--- config.mk ---
export PLATFORM = sky130hd
export DESIGN_NAME = updown_strobe_counter
export DESIGN_NICKNAME = d
export VERILOG_FILES = /design/src/rtl/udc_pkg.sv /design/src/rtl/udc_strobe_sync.sv /design/src/rtl/udc_step_arb.sv /design/src/rtl/udc_count_core.sv /design/src/rtl/udc_term_detect.sv /design/src/rtl/updown_strobe_counter.sv
export SDC_FILE = /design/constraint.sdc
export NUM_CORES = 1
export LEC_CHECK = 0
export ABC_AREA = 1
export BUFFER_PORTS_ARGS = -buffer_cell sky130_fd_sc_hd__buf_2
export CAP_MARGIN = 20
export CORE_MARGIN = 2
export CORE_UTILIZATION = 51
export DETAILED_ROUTE_END_ITERATION = 10
export PLACE_DENSITY = 0.76
export RECOVER_POWER = 100
export SKIP_LAST_GASP = 1
export SLEW_MARGIN = 20
export SYNTH_ARGS = -nofsm -noshare
export SYNTH_HDL_FRONTEND = slang
export SYNTH_HIERARCHICAL = 1
export SYNTH_SLANG_ARGS = --single-unit
--- constraint.sdc ---
create_clock -name clk -period 1.8 [get_ports clk]
set_input_delay 0.36 -clock clk [delete_from_list [all_inputs] [get_ports clk]]
set_output_delay 0.36 -clock clk [all_outputs]
set_load 0.01 [all_outputs]
--- src/rtl/udc_pkg.sv ---
package udc_pkg;

  typedef enum logic [1:0] {
    STEP_NONE = 2'd0,
    STEP_INC  = 2'd1,
    STEP_DEC  = 2'd2
  } step_e;

  localparam int DIR_UP = 0;
  localparam int DIR_DN = 1;
  localparam int NUM_DIRS = 2;

endpackage

--- src/rtl/udc_strobe_sync.sv ---
module udc_strobe_sync #(
  parameter int STAGES = 2
) (
  input  logic clk,
  input  logic clr,
  input  logic strb,
  output logic lvl,
  output logic lvl_next,
  output logic rise
);

  logic [STAGES-1:0] sr_q;
  logic              prev_q;

  // Reset to the idle (high) level so a strobe held low through clear
  // produces no edge until it really rises.
  always_ff @(posedge clk) begin
    if (clr) begin
      sr_q   <= '1;
      prev_q <= 1'b1;
    end else begin
      sr_q   <= {sr_q[STAGES-2:0], strb};
      prev_q <= sr_q[STAGES-1];
    end
  end

  assign lvl      = sr_q[STAGES-1];
  assign lvl_next = clr ? 1'b1 : sr_q[STAGES-2];
  assign rise     = lvl & ~prev_q;

endmodule

--- src/rtl/udc_step_arb.sv ---
module udc_step_arb
  import udc_pkg::*;
(
  input  logic  up_lvl,
  input  logic  up_rise,
  input  logic  dn_lvl,
  input  logic  dn_rise,
  output step_e step
);

  always_comb begin
    step = STEP_NONE;
    if (up_rise && !dn_rise && dn_lvl) begin
      step = STEP_INC;
    end else if (dn_rise && !up_rise && up_lvl) begin
      step = STEP_DEC;
    end
  end

endmodule

--- src/rtl/udc_count_core.sv ---
module udc_count_core
  import udc_pkg::*;
#(
  parameter int             W    = 4,
  parameter logic [W-1:0]   TERM = W'(9)
) (
  input  logic         clk,
  input  logic         clr,
  input  logic         load_n,
  input  logic [W-1:0] load_val,
  input  step_e        step,
  output logic [W-1:0] cnt_q,
  output logic [W-1:0] cnt_d
);

  localparam logic [W-1:0] ZERO = '0;
  localparam logic [W-1:0] ONE  = W'(1);

  logic [W-1:0] inc_val;
  logic [W-1:0] dec_val;

  always_comb begin
    inc_val = (cnt_q >= TERM) ? ZERO : cnt_q + ONE;
    if (cnt_q == ZERO || cnt_q > TERM) begin
      dec_val = TERM;
    end else begin
      dec_val = cnt_q - ONE;
    end
  end

  always_comb begin
    cnt_d = cnt_q;
    if (clr) begin
      cnt_d = ZERO;
    end else if (!load_n) begin
      cnt_d = load_val;
    end else begin
      case (step)
        STEP_INC: cnt_d = inc_val;
        STEP_DEC: cnt_d = dec_val;
        default:  cnt_d = cnt_q;
      endcase
    end
  end

  always_ff @(posedge clk) begin
    cnt_q <= cnt_d;
  end

endmodule

--- src/rtl/udc_term_detect.sv ---
module udc_term_detect #(
  parameter int           W     = 4,
  parameter logic [W-1:0] MATCH = '0
) (
  input  logic         clk,
  input  logic         clr,
  input  logic [W-1:0] cnt_d,
  input  logic         strb_lvl_next,
  output logic         tc_n
);

  // Registered from next-state values so the output lines up with the
  // registered count and the synchronized strobe of the same cycle.
  always_ff @(posedge clk) begin
    if (clr) begin
      tc_n <= 1'b1;
    end else begin
      tc_n <= !((cnt_d == MATCH) && !strb_lvl_next);
    end
  end

endmodule

--- src/rtl/updown_strobe_counter.sv ---
module updown_strobe_counter
  import udc_pkg::*;
#(
  parameter int W           = 4,
  parameter bit DECADE      = 1'b1,
  parameter int SYNC_STAGES = 2
) (
  input  logic         clk,
  input  logic         clr,
  input  logic         load_n,
  input  logic [W-1:0] load_val,
  input  logic         up_strb,
  input  logic         dn_strb,
  output logic [W-1:0] count,
  output logic         up_tc_n,
  output logic         dn_tc_n
);

  localparam logic [W-1:0] TERM = DECADE ? W'(9) : {W{1'b1}};

  logic [NUM_DIRS-1:0] strb_in;
  logic [NUM_DIRS-1:0] lvl;
  logic [NUM_DIRS-1:0] lvl_nx;
  logic [NUM_DIRS-1:0] rise;
  logic [NUM_DIRS-1:0] tc_n;
  logic [W-1:0]        cnt_d;
  step_e               step;

  assign strb_in[DIR_UP] = up_strb;
  assign strb_in[DIR_DN] = dn_strb;

  for (genvar g = 0; g < NUM_DIRS; g++) begin : g_dir
    localparam logic [W-1:0] MATCH_G = (g == DIR_UP) ? TERM : '0;

    udc_strobe_sync #(
      .STAGES(SYNC_STAGES)
    ) sync_i (
      .clk      (clk),
      .clr      (clr),
      .strb     (strb_in[g]),
      .lvl      (lvl[g]),
      .lvl_next (lvl_nx[g]),
      .rise     (rise[g])
    );

    udc_term_detect #(
      .W     (W),
      .MATCH (MATCH_G)
    ) tc_i (
      .clk           (clk),
      .clr           (clr),
      .cnt_d         (cnt_d),
      .strb_lvl_next (lvl_nx[g]),
      .tc_n          (tc_n[g])
    );
  end

  udc_step_arb arb_i (
    .up_lvl  (lvl[DIR_UP]),
    .up_rise (rise[DIR_UP]),
    .dn_lvl  (lvl[DIR_DN]),
    .dn_rise (rise[DIR_DN]),
    .step    (step)
  );

  udc_count_core #(
    .W    (W),
    .TERM (TERM)
  ) core_i (
    .clk      (clk),
    .clr      (clr),
    .load_n   (load_n),
    .load_val (load_val),
    .step     (step),
    .cnt_q    (count),
    .cnt_d    (cnt_d)
  );

  assign up_tc_n = tc_n[DIR_UP];
  assign dn_tc_n = tc_n[DIR_DN];

endmodule

# --- Word-level counts from Yosys, hierarchy flattened ---
# Cells that the tools add are included.
# Widths: inputs -> output; s select.
totals:
  output_inout_bits: 6
  input_bits: 9
  register_bits: 12
  elab_cells: 42
op_classes:
  n_reduce_logical: 15
  addsub: 2
  n_lt_le_gt_ge: 2
  eq_ne: 3
  muxes: 9
  bitwise_logic: 4
ops:
  columns: ["operator", "count"]
  rows:
  - ["$mux 4", 4]
  - ["$logic_not 4->1", 2]
  - ["$pmux 4 s2", 1]
  - ["$logic_and 1x1->1", 6]
  - ["$logic_not 1->1", 6]
  - ["$add 4x1->4 const B", 1]
  - ["$eq 4x4->1 const B", 1]
  - ["$ge 4x4->1 const B", 1]
  - ["$gt 4x4->1 const B", 1]
  - ["$mux 2", 2]
  - ["$sub 4x1->4 const B", 1]
  - ["$and 1x1->1", 2]
  - ["$eq 2x1->1 const B", 1]
  - ["$eq 2x2->1 const B", 1]
  - ["$mux 1", 2]
  - ["$not 1->1", 2]
  - ["$logic_or 1x1->1", 1]

# --- Depth between registers and ports, before layout ---
# Gate-level depths: netlist of the first run.
logic_depth:
  ltp_word: 14
  mapped_depth: 15

# --- By module ---
# The synthesis of the first run kept the hierarchy.
modules_own_cells:
  columns: ["module", "n_inst", "area_per_inst_um2", "cells_per_inst"]
  rows:
  - ["udc_count_core", 1, 437.9, 73]
  - ["udc_strobe_sync", 2, 96.3, 12]
  - ["udc_term_detect (g_dir[0].tc_i)", 1, 43.8, 7]
  - ["udc_term_detect (g_dir[1].tc_i)", 1, 36.3, 5]
  - ["udc_step_arb", 1, 15.0, 4]

# --- Least setup slack after synthesis of the first run ---
# Ideal clock, no wire load.
synth_timing:
  path_type: "register to register"
  startpoint: "register core_i.cnt_q[1]"
  endpoint: "register g_dir[0].tc_i.tc_n"
  n_path_buf: 0
  period_less_slack_ns: 1.686
  setup_slack_ns: 0.114
  arrival_time_ns: 1.565
  required_ns: 1.679
  stages_incl_launch_ff: 13
  cell_sequence: "dfxtp_1 > inv_1 > ha_1 > nand2_1 > nand2_1 > a21oi_1 > nand2_1 > nand2_1 > o21ai_1 > a21oi_1 > inv_1 > nor2_1 > nand3_1"
synth_between:
  elab_chain_len: 9
  word_cells_on_any_way: 14
  classes_between: "add/sub (2); order compare (2); eq/ne (1); mux (5); reduce/logical (4)"
synth_rtl:
  columns: ["item", "line", "source"]
  rows:
  - ["start, declared", "udc_count_core.sv:12", "output logic [W-1:0] cnt_q,"]
  - ["start signal, assigned", "udc_count_core.sv:47", "cnt_q <= cnt_d;"]
  - ["$gt 4x4->1 / $logic_not 4->1 (equally long branches)", "udc_count_core.sv:24", "if (cnt_q == ZERO || cnt_q > TERM) begin"]
  - ["$logic_or 1x1->1", "udc_count_core.sv:24", null]
  - ["$mux 4", "udc_count_core.sv:24", null]
  - ["$pmux 4 s2 (*)", "udc_count_core.sv:38", "case (step)"]
  - ["$mux 4 (*)", "udc_count_core.sv:35", "end else if (!load_n) begin"]
  - ["$mux 4 (*)", "udc_count_core.sv:33", "if (clr) begin"]
  - ["net cnt_d[3]", "updown_strobe_counter.sv:26", "logic [W-1:0] cnt_d;"]
  - ["$eq 4x4->1 (*)", "udc_term_detect.sv:18", "tc_n <= !((cnt_d == MATCH) && !strb_lvl_next);"]
  - ["$logic_and 1x1->1 (*)", "udc_term_detect.sv:18", null]
  - ["$logic_not 1->1 (*)", "udc_term_detect.sv:18", null]
  - ["end signal, assigned", "udc_term_detect.sv:18", null]
  - ["end, declared", "udc_term_detect.sv:9", "output logic tc_n"]
# The timed path passes the listed nets; every way through them passes the cells marked *.
# A chain may end at the register's enable or synchronous reset.

# --- Final worst setup path of the first run ---
layout_timing:
  startpoint: "register g_dir[0].sync_i.sr_q[1]"
  endpoint: "register g_dir[0].tc_i.tc_n"
layout_between:
  word_cells_on_any_way: 16
  classes_between: "eq/ne (3); mux (5); bitwise (1); reduce/logical (7)"
layout_lines:
  columns: ["item", "line", "source"]
  rows:
  - ["start, declared", "udc_strobe_sync.sv:12", "logic [STAGES-1:0] sr_q;"]
  - ["start signal, assigned", "udc_strobe_sync.sv:22", "sr_q <= {sr_q[STAGES-2:0], strb};"]
  - ["$and 1x1->1 (*)", "udc_strobe_sync.sv:29", "assign rise = lvl & ~prev_q;"]
  - ["net rise[0]", "updown_strobe_counter.sv:24", "logic [NUM_DIRS-1:0] rise;"]
  - ["$logic_and 1x1->1 (*) (2 in a row)", "udc_step_arb.sv:13", "if (up_rise && !dn_rise && dn_lvl) begin"]
  - ["$mux 2 (*)", "udc_step_arb.sv:13", null]
  - ["net step[0]", "updown_strobe_counter.sv:27", "step_e step;"]
  - ["$eq 2x2->1 / $eq 2x1->1 (equally long branches)", "udc_count_core.sv:38", null]
  - ["$pmux 4 s2 (*)", "udc_count_core.sv:38", null]
  - ["$mux 4 (*)", "udc_count_core.sv:35", null]
  - ["$mux 4 (*)", "udc_count_core.sv:33", null]
  - ["net cnt_d[0]", "updown_strobe_counter.sv:26", null]
  - ["$eq 4x4->1 (*)", "udc_term_detect.sv:18", null]
  - ["$logic_and 1x1->1 (*)", "udc_term_detect.sv:18", null]
  - ["$logic_not 1->1 (*)", "udc_term_detect.sv:18", null]
# Marked as above.

==> results of run 1 <==
-- layer usage --
layer	vias to the layer above	GRT usage, %	share of wire (%)
li1	388	-	-
met1	297	21.0	46
met2	15	30.6	49
met3	4	2.61	3.7
met4	0	14.2	1.6
met5	-	0	0
-- report_power, final --
group	leakage (nW)	internal (mW)	total (mW)	switching, mW
registers	0.0988	0.278	0.291	0.0128
clock network	0.0138	0.0771	0.150	0.0728
logic	0.342	0.0505	0.125	0.0741
total	0.455	0.406	0.566	0.160
-- final cells by class --
class	instances	share of cell area, %
Inverter	21	8.75
Sequential cell	12	26.9
Clock buffer	3	2.50
Timing Repair Buffer	16	9.44
Tap cell	15	2.08
Multi-Input combinational cell	80	50.3
-- path summary, 6_finish.rpt --
check                                                   startpoint                            endpoint  cells past startpoint  slack, ps
worst max-delay path            g_dir[0].sync_i/sr_q[1]$_SDFF_PP1_       g_dir[0].tc_i/tc_n$_SDFF_PP1_                     13         30
worst min-delay path                                       dn_strb  g_dir[1].sync_i/sr_q[0]$_SDFF_PP1_                      3        270
worst max register to register  g_dir[0].sync_i/sr_q[1]$_SDFF_PP1_       g_dir[0].tc_i/tc_n$_SDFF_PP1_                     13         30
worst min register to register  g_dir[1].sync_i/sr_q[0]$_SDFF_PP1_  g_dir[1].sync_i/sr_q[1]$_SDFF_PP1_                      2        420
-- registers in the layout, summed over array words and instances, names as in the netlist --
| signal | count |
|---|---|
| core_i/cnt_q | 4 |
| g_dir.sync_i/sr_q | 4 |
| g_dir.sync_i/prev_q | 2 |
| g_dir.tc_i/tc_n | 2 |
-- Yosys cell counts --
cell type,count
nand2_1,37
inv_1,18
dfxtp_1,12
nand3_1,11
nor2_1,10
a21oi_1,8
ha_1,6
inv_2,3
nor2_2,2
a21oi_2,1
nand2_4,1
nand4_1,1
o21ai_1,1
o21bai_1,1
xor2_1,1
-- critical path, cell delays in order (launching register included) --
cell,delay (ps)
dfxtp_2,330
inv_2,50
nor2_4,100
nand2_1,70
nor2_2,120
inv_1,80
ha_4,280
inv_1,70
nand3_1,80
nand2_1,70
a21oi_2,170
inv_1,60
nor2_1,90
nand3_1,80
-- cell families (layout without fill, tap and decap cells) --
kind of cell             after synthesis  in the layout  share of synthesized area, %
AO/OA/AOI/OAI                         11             11                          8.45
adder cells (fa/ha/maj)                6              6                          10.3
XOR/XNOR                               1              1                          1.21
flip-flops                            12             12                          33.1
AND/OR/NAND/NOR                       62             62                          36.0
buffers and inverters                 21             40                          10.9
-- through the flow --
stage                     TNS, ps  total power [mW]  util [%]
after floorplan                 0             0.374         -
after global placement      -13.0             0.411      63.0
after detailed placement    -67.7             0.413      63.0
after CTS                       0             0.569      66.2
after global routing         -326             0.601      68.4
final                           0             0.566      68.4
-- timing repair --
action | CTS | global route
endpoints found under the setup margin | 2 | 4
pin swaps | 0 | 9
endpoints found under the hold margin | 0 | 0
gates resized for setup | 3 | 10
==> impl_summary.md, run 1 <==
Run status
The flow ran to the end, and the final reports show no timing, DRC or antenna violations.

Floorplanning
The horizontal die dimension is 41.7 µm. The initial cell density of the core is 55.1%. The die area is 1740 µm². The number of ports placed on the die boundary is 15. After floorplanning, the core was divided into 13 placement rows. The height of the die is 41.7 µm. After floorplanning, the core was sized to cover 1320 µm².

Clock network
The TritonCTS buffer count is 3. The clock net in this run drives a total of 12 sinks. CTS placed an instance of clkbuf_4 at the clock tree root. Once the clock tree was built, the setup fixing pass inserted 0 buffers.

In this run the number of H-tree levels came out at 1. The clock reaches the later pin of the worst-skew pair after 260 ps. The clock transition at the registers of the reported paths is 60 ps.

The number of buffers on the longest clock path is 2. The CTS tree is done. The number of hold-repair buffers added at the cts stage is 0.

Worst setup path
STA classifies the critical path endpoint as a flip-flop. The arrival time of data at the critical path endpoint is 1920 ps. The critical path required time is 1950 ps. The kind of critical path is reg2reg. The top fanout value on the critical path is 5. The launching element type of the critical path is a flip-flop.

Synthesis
Sequential elements use 33.1% of the synthesized area. The post-synthesis cell area is 726 µm². Summed over all instances, the cell type with the most area after synthesis is dfxtp_1. The synthesis-stage register bit count is 12.

The count of yosys warnings during synthesis is 6. The total nets after synthesis is 128. The synthesized instance count is 113. Ranked by total cell area, the synthesized netlist is headed by dfxtp_1, nand2_1, ha_1. A synthesized cell averages 6.42 µm². The netlist uses 15 different library cells.

The share of the synthesized area in the top cell type is 33.1%.

Power and ir drop
The maximum vdd drop is 0.000516 V. The analysis attributes to cell leakage a power of 0.455 nW. Dividing total power by cell area gives a power density of 628 nW/µm².

Place
Port buffering added 14 buffers. Once placement finished, the instance area stood at 830 µm². The post-DP HPWL is 1110 µm. Timing analysis after detailed placement gives a worst setup slack of -67.7 ps. Including well taps, the total number of placed cells is 144.

The congestion estimate from routability-driven global placement came to 0.872.

Route
The per-cell routed wire length is 9.14 µm. The detailed router placed 704 vias in this run. The wire length reported by the detailed router is 1340 µm. The total iterations of the first detailed-routing run is 4.

Once detail routing completed, the nets flagged for antenna violations numbered 0. The number of violations reported at the end of detailed-routing iteration 0 is 12. In the routed layout, each cell is associated on average with a via count of 4.79. The post-route DRC violation count is 0.

STA
The highest clock frequency the design can meet is 0.564 GHz. Setup violations remaining at the end of the flow were counted as 0. The number of pins exceeding their max-slew limit in the final report is 0. At the pin with the least slew margin, the transition time is 322 ps. Setup repair after global routing could not meet its margin everywhere. The final clock skew is 2.68 ps. Subtracting the final worst setup slack from the clock period gives 1770 ps. The setup slack after layout is 28.4 ps. The worst max-slew margin expressed relative to the limit is 78.5%.

The share of the clock period used by the worst path is 98.4%. The number of failing hold endpoints at the final stage is 0. Across all hold checks on the routed design, the worst slack comes to 273 ps.

Final layout
The top cell types in the final layout, fill and taps aside, are nand2_1, inv_1, buf_2. Summing all multi-input logic gate instances after layout gives 453 µm². The sequential standard cell area is 243 µm². After routing the design area is 901 µm².

The count of fill cells added during filler insertion is 124. The area growth from synthesis to layout is 24.1%. The antenna diode instance count is 0. The post-layout instance count excluding filler cells is 147. The count of nets after finishing is 149. The post-route netlist has 27.3% of its cells at a drive strength greater than 1. The library cell used most frequently in the layout, excluding fill and tap cells, is nand2_1.

Job
The tool flagged a number of max-cap violations equal to 0.

GRT
The number of global-route vias before repair is 679. The initial antenna violation count is 0. The largest net degree at the start of global routing is 9.

The total overflow left after global routing is 0. The global-route wire length before repair is 2520 µm. The global router's overall resource usage is 18.4%.

Worst hold path
In this run the worst hold path is classified as in2reg.
Note: power is estimated with default switching activity, not from simulation.
==> run 2, diff against run 1 <==
RECOVER_POWER = unset   (was 100)
==> impl_summary.md, run 2 (synthesis gave the netlist of run 1 again) <==
Route
The routed via count divided by cell count is 4.80 (was 4.79). The total iterations of the first detailed-routing run came to 4 (unchanged). The antenna violation net count after detailed routing is 0 (unchanged). The per-cell routed wire length is 9.13 µm (was 9.14 µm). The vias after detailed routing was 705 (was 704). The post-route DRC violation count is 0 (unchanged). The number of violations reported at the end of detailed-routing iteration 0 is 12 (unchanged). The wire length reported by the detailed router is 1340 µm (about the same).

GRT
The total grt overflow was 0 (unchanged). The global router's overall resource usage is 18.4% (unchanged). The initial antenna violation count is 0 (unchanged). The global-route wire length before repair is 2520 µm (unchanged). The number of global-route vias before repair came to 679 (unchanged).

The largest net degree at the start of global routing was 9 (unchanged).

Final layout
The most frequent standard cell in the layout excluding fill and tap cells is nand2_1 (unchanged). The antenna diode instance count came to 0 (unchanged). Largest registers in the final layout: core_i/cnt_q: 4 flops, g_dir.sync_i/sr_q: 4 flops (unchanged). The count of nets after finishing is 149 (unchanged). The post-route cell area is 901 µm² (unchanged). The area growth from synthesis to layout came to 24.1% (unchanged). The count of fill cells added during filler insertion is 124 (unchanged).

The share of post-route cells with drive strength above 1 is 28.0% (was 27.3%). The core utilization of the finished layout came to 68.4% (unchanged). Most frequent cells in the layout: nand2_1, inv_1, buf_2 (unchanged).

Clock network
The number of hold-repair buffers added at the cts stage is 0 (unchanged). The number of levels the H-tree was split into is 1 (unchanged). The CTS tree is done (unchanged). The number of clock sinks seen by CTS is 12 (unchanged). The TritonCTS buffer count was 3 (unchanged). The worst-skew pair later-pin latency is 260 ps (about the same). The number of buffers on the longest clock path was 2 (unchanged).

The clock transition at the registers of the reported paths is 60 ps (about the same). The CTS root buffer is clkbuf_4 (unchanged).

STA
The highest clock frequency the design can meet is 0.564 GHz (about the same). The worst max-slew margin expressed relative to the limit was 78.5% (unchanged). The number of failing hold endpoints at the final stage is 0 (unchanged). The share of the clock period used by the worst path is 98.5% (was 98.4%). The setup total negative slack came to 0 ps (unchanged). The final clock skew came to 2.35 ps (was 2.68 ps). RSZ-0062 raised after global routing: true (unchanged). The clock period minus worst slack is 1770 ps (about the same). The total setup violations reported at the end of the flow came to 0 (unchanged). The number of pins exceeding their max-slew limit in the final report came to 0 (unchanged). The worst hold margin was 273 ps (about the same).

The slew of the pin with the lowest slew margin came to 322 ps (about the same).

Floorplanning
The total number of placement rows is 13 (unchanged). The core area is 1320 µm² (unchanged). The horizontal die dimension was 41.7 µm (unchanged).

The initial cell density of the core was 55.1% (unchanged). The number of ports placed on the die boundary is 15 (unchanged). The die area is 1740 µm² (unchanged). The height of the die was 41.7 µm (unchanged).

Place
The final weighted congestion in routability-driven placement was 0.872 (unchanged). The area of placed instances came to 830 µm² (unchanged). The count of port buffers added during placement is 14 (unchanged). The post-DP HPWL is 1110 µm (unchanged).

Worst setup path
The top fanout value on the critical path is 5 (unchanged). The top cell family by delay on the critical path is simple AND/OR/NAND/NOR gates (unchanged). The launching element type of the critical path is a flip-flop (unchanged). The slowest cell on the critical path is dfxtp_2 (unchanged). The nature of the critical path endpoint is a flip-flop (unchanged). The number of buffer and inverter stages on the critical path is 4 (unchanged).

Crit-path cells: inv_2 > nor2_4 > nand2_1 > nor2_2 > inv_1 > ha_4 > inv_1 > nand3_1 > nand2_1 > a21oi_2 > inv_1 > nor2_1 > nand3_1 (unchanged). The kind of critical path is reg2reg (unchanged). The arrival time of data at the critical path endpoint was 1920 ps (about the same).

The critical path required time is 1950 ps (about the same). The worst stage delay on the critical path is 330 ps (about the same). The cell repeated most along the worst path is inv_1 (unchanged).

Run status
Status: finished clean (unchanged).

Power and ir drop
The power per standard cell area is 628 nW/µm² (about the same). The leakage power summed over all cells was 0.454 nW (was 0.455 nW). The maximum vdd drop came to 0.000516 V (unchanged). The post-layout total power is 0.566 mW (about the same).

Job
The count of max-cap constraint violations was 0 (unchanged).

Worst hold path
The worst hold-check path type was in2reg (unchanged).
## run 2: layer usage
| metal | up-vias | part of all wire, % | global-route usage (%) |
|---|---|---|---|
| li1 | 388 | - | - |
| met1 | 298 | 46 | 21.0 |
| met2 | 15 | 49 | 30.6 |
| met3 | 4 | 3.7 | 2.61 |
| met4 | 0 | 1.6 | 14.2 |
| met5 | - | 0 | 0 |
## run 2: worst reg2reg max path, stage by stage (launching register included)
cell     delay, ps
dfxtp_2        330
inv_2           50
nor2_4         100
nand2_1         70
nor2_2         120
inv_1           80
ha_4           280
inv_1           70
nand3_1         80
nand2_1         70
a21oi_2        170
inv_1           70
nor2_1          90
nand3_1         80
## run 2: layout make-up
type                            instances  area (µm²)  area share [%]
Timing Repair Buffer                   16        85.1            9.44
Clock buffer                            3        22.5            2.50
Inverter                               21        78.8            8.75
Tap cell                               15        18.8            2.08
Multi-Input combinational cell         80         453            50.3
Sequential cell                        12         243            26.9
## run 2: path summary, 6_finish.rpt
path,from,to,slack (ps),depth (start not counted)
max,g_dir[0].sync_i/sr_q[1]$_SDFF_PP1_,g_dir[0].tc_i/tc_n$_SDFF_PP1_,30,13
min,dn_strb,g_dir[1].sync_i/sr_q[0]$_SDFF_PP1_,270,3
max reg2reg,g_dir[0].sync_i/sr_q[1]$_SDFF_PP1_,g_dir[0].tc_i/tc_n$_SDFF_PP1_,30,13
min reg2reg,g_dir[1].sync_i/sr_q[0]$_SDFF_PP1_,g_dir[1].sync_i/sr_q[1]$_SDFF_PP1_,420,2
## run 2: power breakdown
part	total [mW]	switching [mW]	internal, mW
registers	0.291	0.0128	0.278
logic	0.125	0.0743	0.0506
clock network	0.150	0.0725	0.0771
total	0.566	0.160	0.406
## run 2: per-stage QoR
stage               instances  setup WS [ps]
floorplan                 113            114
global placement          144          -13.0
detailed placement        144          -67.7
CTS                       147           1.70
global route              147           -170
finish                    147           27.8
## run 2: repair_timing
item / in CTS / in global routing
pin swaps: 0 / 9
hold endpoints to repair: 0 / 0
setup endpoints to repair: 2 / 4
setup buffers: 0 / 0
resized for setup: 3 / 10
==> run 3, diff against run 2 <==
CORE_UTILIZATION = 46   (was 51)
PLACE_DENSITY = 0.73   (was 0.76)
clock period = 1.5 ns   (was 1.8 ns; I/O delays follow)
==> impl_summary.md, run 3 (synthesis gave the netlist of run 1 again) <==
Final layout
The antenna diode instance count is 0 (unchanged). The count of nets after finishing is 163 (was 149). The post-layout instance count excluding filler cells is 163 (was 147). Most frequent cells in the layout: nand2_1, buf_4, buf_2 (was nand2_1, inv_1, buf_2).

The most frequent standard cell in the layout excluding fill and tap cells is nand2_1 (unchanged). The area growth from synthesis to layout came to 50.2% (was 24.1%). The share of post-route cells with drive strength above 1 came to 44.9% (was 28.0%). The post-route cell area is 1090 µm² (was 901 µm²).

Largest registers in the final layout: core_i/cnt_q: 4 flops, g_dir.sync_i/sr_q: 4 flops (unchanged).

GRT
The total grt overflow is 0 (unchanged). The number of global-route vias before repair is 670 (was 679). The largest net degree at the start of global routing is 9 (unchanged). The global router's overall resource usage is 20.3% (was 18.4%). The global-route wire length before repair is 2870 µm (was 2520 µm). The initial antenna violation count is 0 (unchanged).

Clock network
The CTS tree is done (unchanged). The TritonCTS buffer count is 3 (unchanged). The number of levels the H-tree was split into is 1 (unchanged).

The clock transition at the registers of the reported paths is 70 ps (was 60 ps). The number of buffers on the longest clock path is 2 (unchanged). The number of hold-repair buffers added at the cts stage was 0 (unchanged).

The number of clock sinks seen by CTS is 12 (unchanged). The CTS root buffer is clkbuf_4 (unchanged). The worst-skew pair later-pin latency came to 260 ps (about the same).

STA
The worst hold margin is 214 ps (was 273 ps). The number of pins exceeding their max-slew limit in the final report was 0 (unchanged). The setup slack after layout is -301 ps (was 27.8 ps). The total setup violations reported at the end of the flow is 6 (was 0). RSZ-0062 raised after global routing: true (unchanged). The worst max-slew margin expressed relative to the limit is 76.9% (was 78.5%). The number of failing hold endpoints at the final stage was 0 (unchanged). The highest clock frequency the design can meet is 0.555 GHz (was 0.564 GHz). The slew of the pin with the lowest slew margin is 346 ps (was 322 ps). The setup total negative slack is -1090 ps (was 0 ps). The final clock skew is 1.21 ps (was 2.35 ps).

The share of the clock period used by the worst path was 120% (was 98.5%). The clock period minus worst slack is 1800 ps (was 1770 ps).

Worst setup path
The top fanout value on the critical path is 3 (was 5). The top cell family by delay on the critical path is simple AND/OR/NAND/NOR gates (unchanged). The slowest cell on the critical path is dfxtp_2 (unchanged).

The nature of the critical path endpoint is a flip-flop (unchanged). The number of buffer and inverter stages on the critical path is 2 (was 4). The kind of critical path is reg2reg (unchanged).

The launching element type of the critical path was a flip-flop (unchanged). The critical path required time is 1660 ps (was 1950 ps). Crit-path cells: inv_2 > nor2_4 > nand2_2 > nor2_4 > ha_4 > nand2_4 > a21oi_4 > nand2_1 > nand2_1 > o21ai_2 > a21oi_2 > inv_1 > nor2_1 > nand3_1 (was inv_2 > nor2_4 > nand2_1 > nor2_2 > inv_1 > ha_4 > inv_1 > nand3_1 > nand2_1 > a21oi_2 > inv_1 > nor2_1 > nand3_1). The arrival time of data at the critical path endpoint is 1960 ps (was 1920 ps).

The worst stage delay on the critical path is 340 ps (was 330 ps).

Route
The post-route DRC violation count is 0 (unchanged). The per-cell routed wire length is 11.6 µm (was 9.13 µm). The antenna violation net count after detailed routing is 0 (unchanged).

The routed via count divided by cell count is 4.91 (was 4.80). The total iterations of the first detailed-routing run is 4 (unchanged). The vias after detailed routing came to 801 (was 705). The wire length reported by the detailed router is 1890 µm (was 1340 µm). The number of violations reported at the end of detailed-routing iteration 0 came to 25 (was 12).

Power and ir drop
The maximum vdd drop is 0.000627 V (was 0.000516 V). The leakage power summed over all cells is 0.534 nW (was 0.454 nW). The power per standard cell area is 726 nW/µm² (was 628 nW/µm²).

Place
The worst setup slack before clock tree synthesis is -389 ps (was -67.7 ps). The final weighted congestion in routability-driven placement is 0.886 (was 0.872). The number of cells after detailed placement was 152 (was 144). The post-DP HPWL is 1260 µm (was 1110 µm). The count of port buffers added during placement is 14 (unchanged). The area of placed instances was 902 µm² (was 830 µm²).

Floorplanning
The height of the die is 43.7 µm (was 41.7 µm). The die area was 1910 µm² (was 1740 µm²). The initial cell density of the core is 48.7% (was 55.1%).

The total number of placement rows is 14 (was 13). The core area came to 1490 µm² (was 1320 µm²). The number of ports placed on the die boundary was 15 (unchanged). The horizontal die dimension is 43.7 µm (was 41.7 µm).

Run status
The final reports fail on setup timing. Status: complete, but fails checks (was finished clean).

Worst hold path
The worst hold-check path type is in2reg (unchanged).

Job
The count of max-cap constraint violations is 0 (unchanged).
[run 3: worst paths after layout]
kind              slack (ps)                               start  cells past startpoint                            endpoint
setup / recovery        -300  g_dir[0].sync_i/sr_q[1]$_SDFF_PP1_                     14       g_dir[0].tc_i/tc_n$_SDFF_PP1_
hold / removal           210                             dn_strb                      3  g_dir[1].sync_i/sr_q[0]$_SDFF_PP1_
hold reg to reg          430  g_dir[0].sync_i/sr_q[0]$_SDFF_PP1_                      2  g_dir[0].sync_i/sr_q[1]$_SDFF_PP1_
setup reg to reg        -300  g_dir[0].sync_i/sr_q[1]$_SDFF_PP1_                     14       g_dir[0].tc_i/tc_n$_SDFF_PP1_
[run 3: timing repair]
| action | in CTS | in global routing |
|---|---|---|
| resized for setup | 16 | 14 |
| setup endpoints to repair | 6 | 6 |
| pin swaps | 14 | 23 |
| buffers inserted | 3 | 4 |
| cloned | 0 | 0 |
[run 3: worst min-delay path: stages]
cell,delay (ps)
buf_2,80
inv_1,30
nand2_1,50
[run 3: final cells by class]
cell class / count / area (µm²)
clock buffers: 4 / 36.3
fillers: 120 / 399
flip-flops and latches: 12 / 245
repair buffers: 30 / 198
multi-input cells: 80 / 512
inverters: 21 / 78.8
well taps: 16 / 20.0
[run 3: metrics by stage]
stage | util, % | power [mW]
after floorplan | - | 0.453
after global placement | 60.6 | 0.510
after detailed placement | 60.6 | 0.514
after CTS | 67.8 | 0.780
after global routing | 73.2 | 0.830
final | 73.2 | 0.791
[run 3: where the power goes]
part | switching [mW] | total (mW) | leakage (nW) | internal (mW)
Combinational | 0.113 | 0.198 | 0.414 | 0.0856
Sequential | 0.0126 | 0.347 | 0.0988 | 0.334
Clock | 0.0986 | 0.246 | 0.0210 | 0.147
[run 3: metal layers]
metal  track usage, %  vias up  part of all wire, %  routed length [µm]
li1                 -      414                    -                   -
met1             24.5      354                   40                 757
met2             36.5       27                   52                 989
met3             1.25        6                  4.9                  92
met4             9.09        0                  2.7                  51
met5                0        -                    0                   0
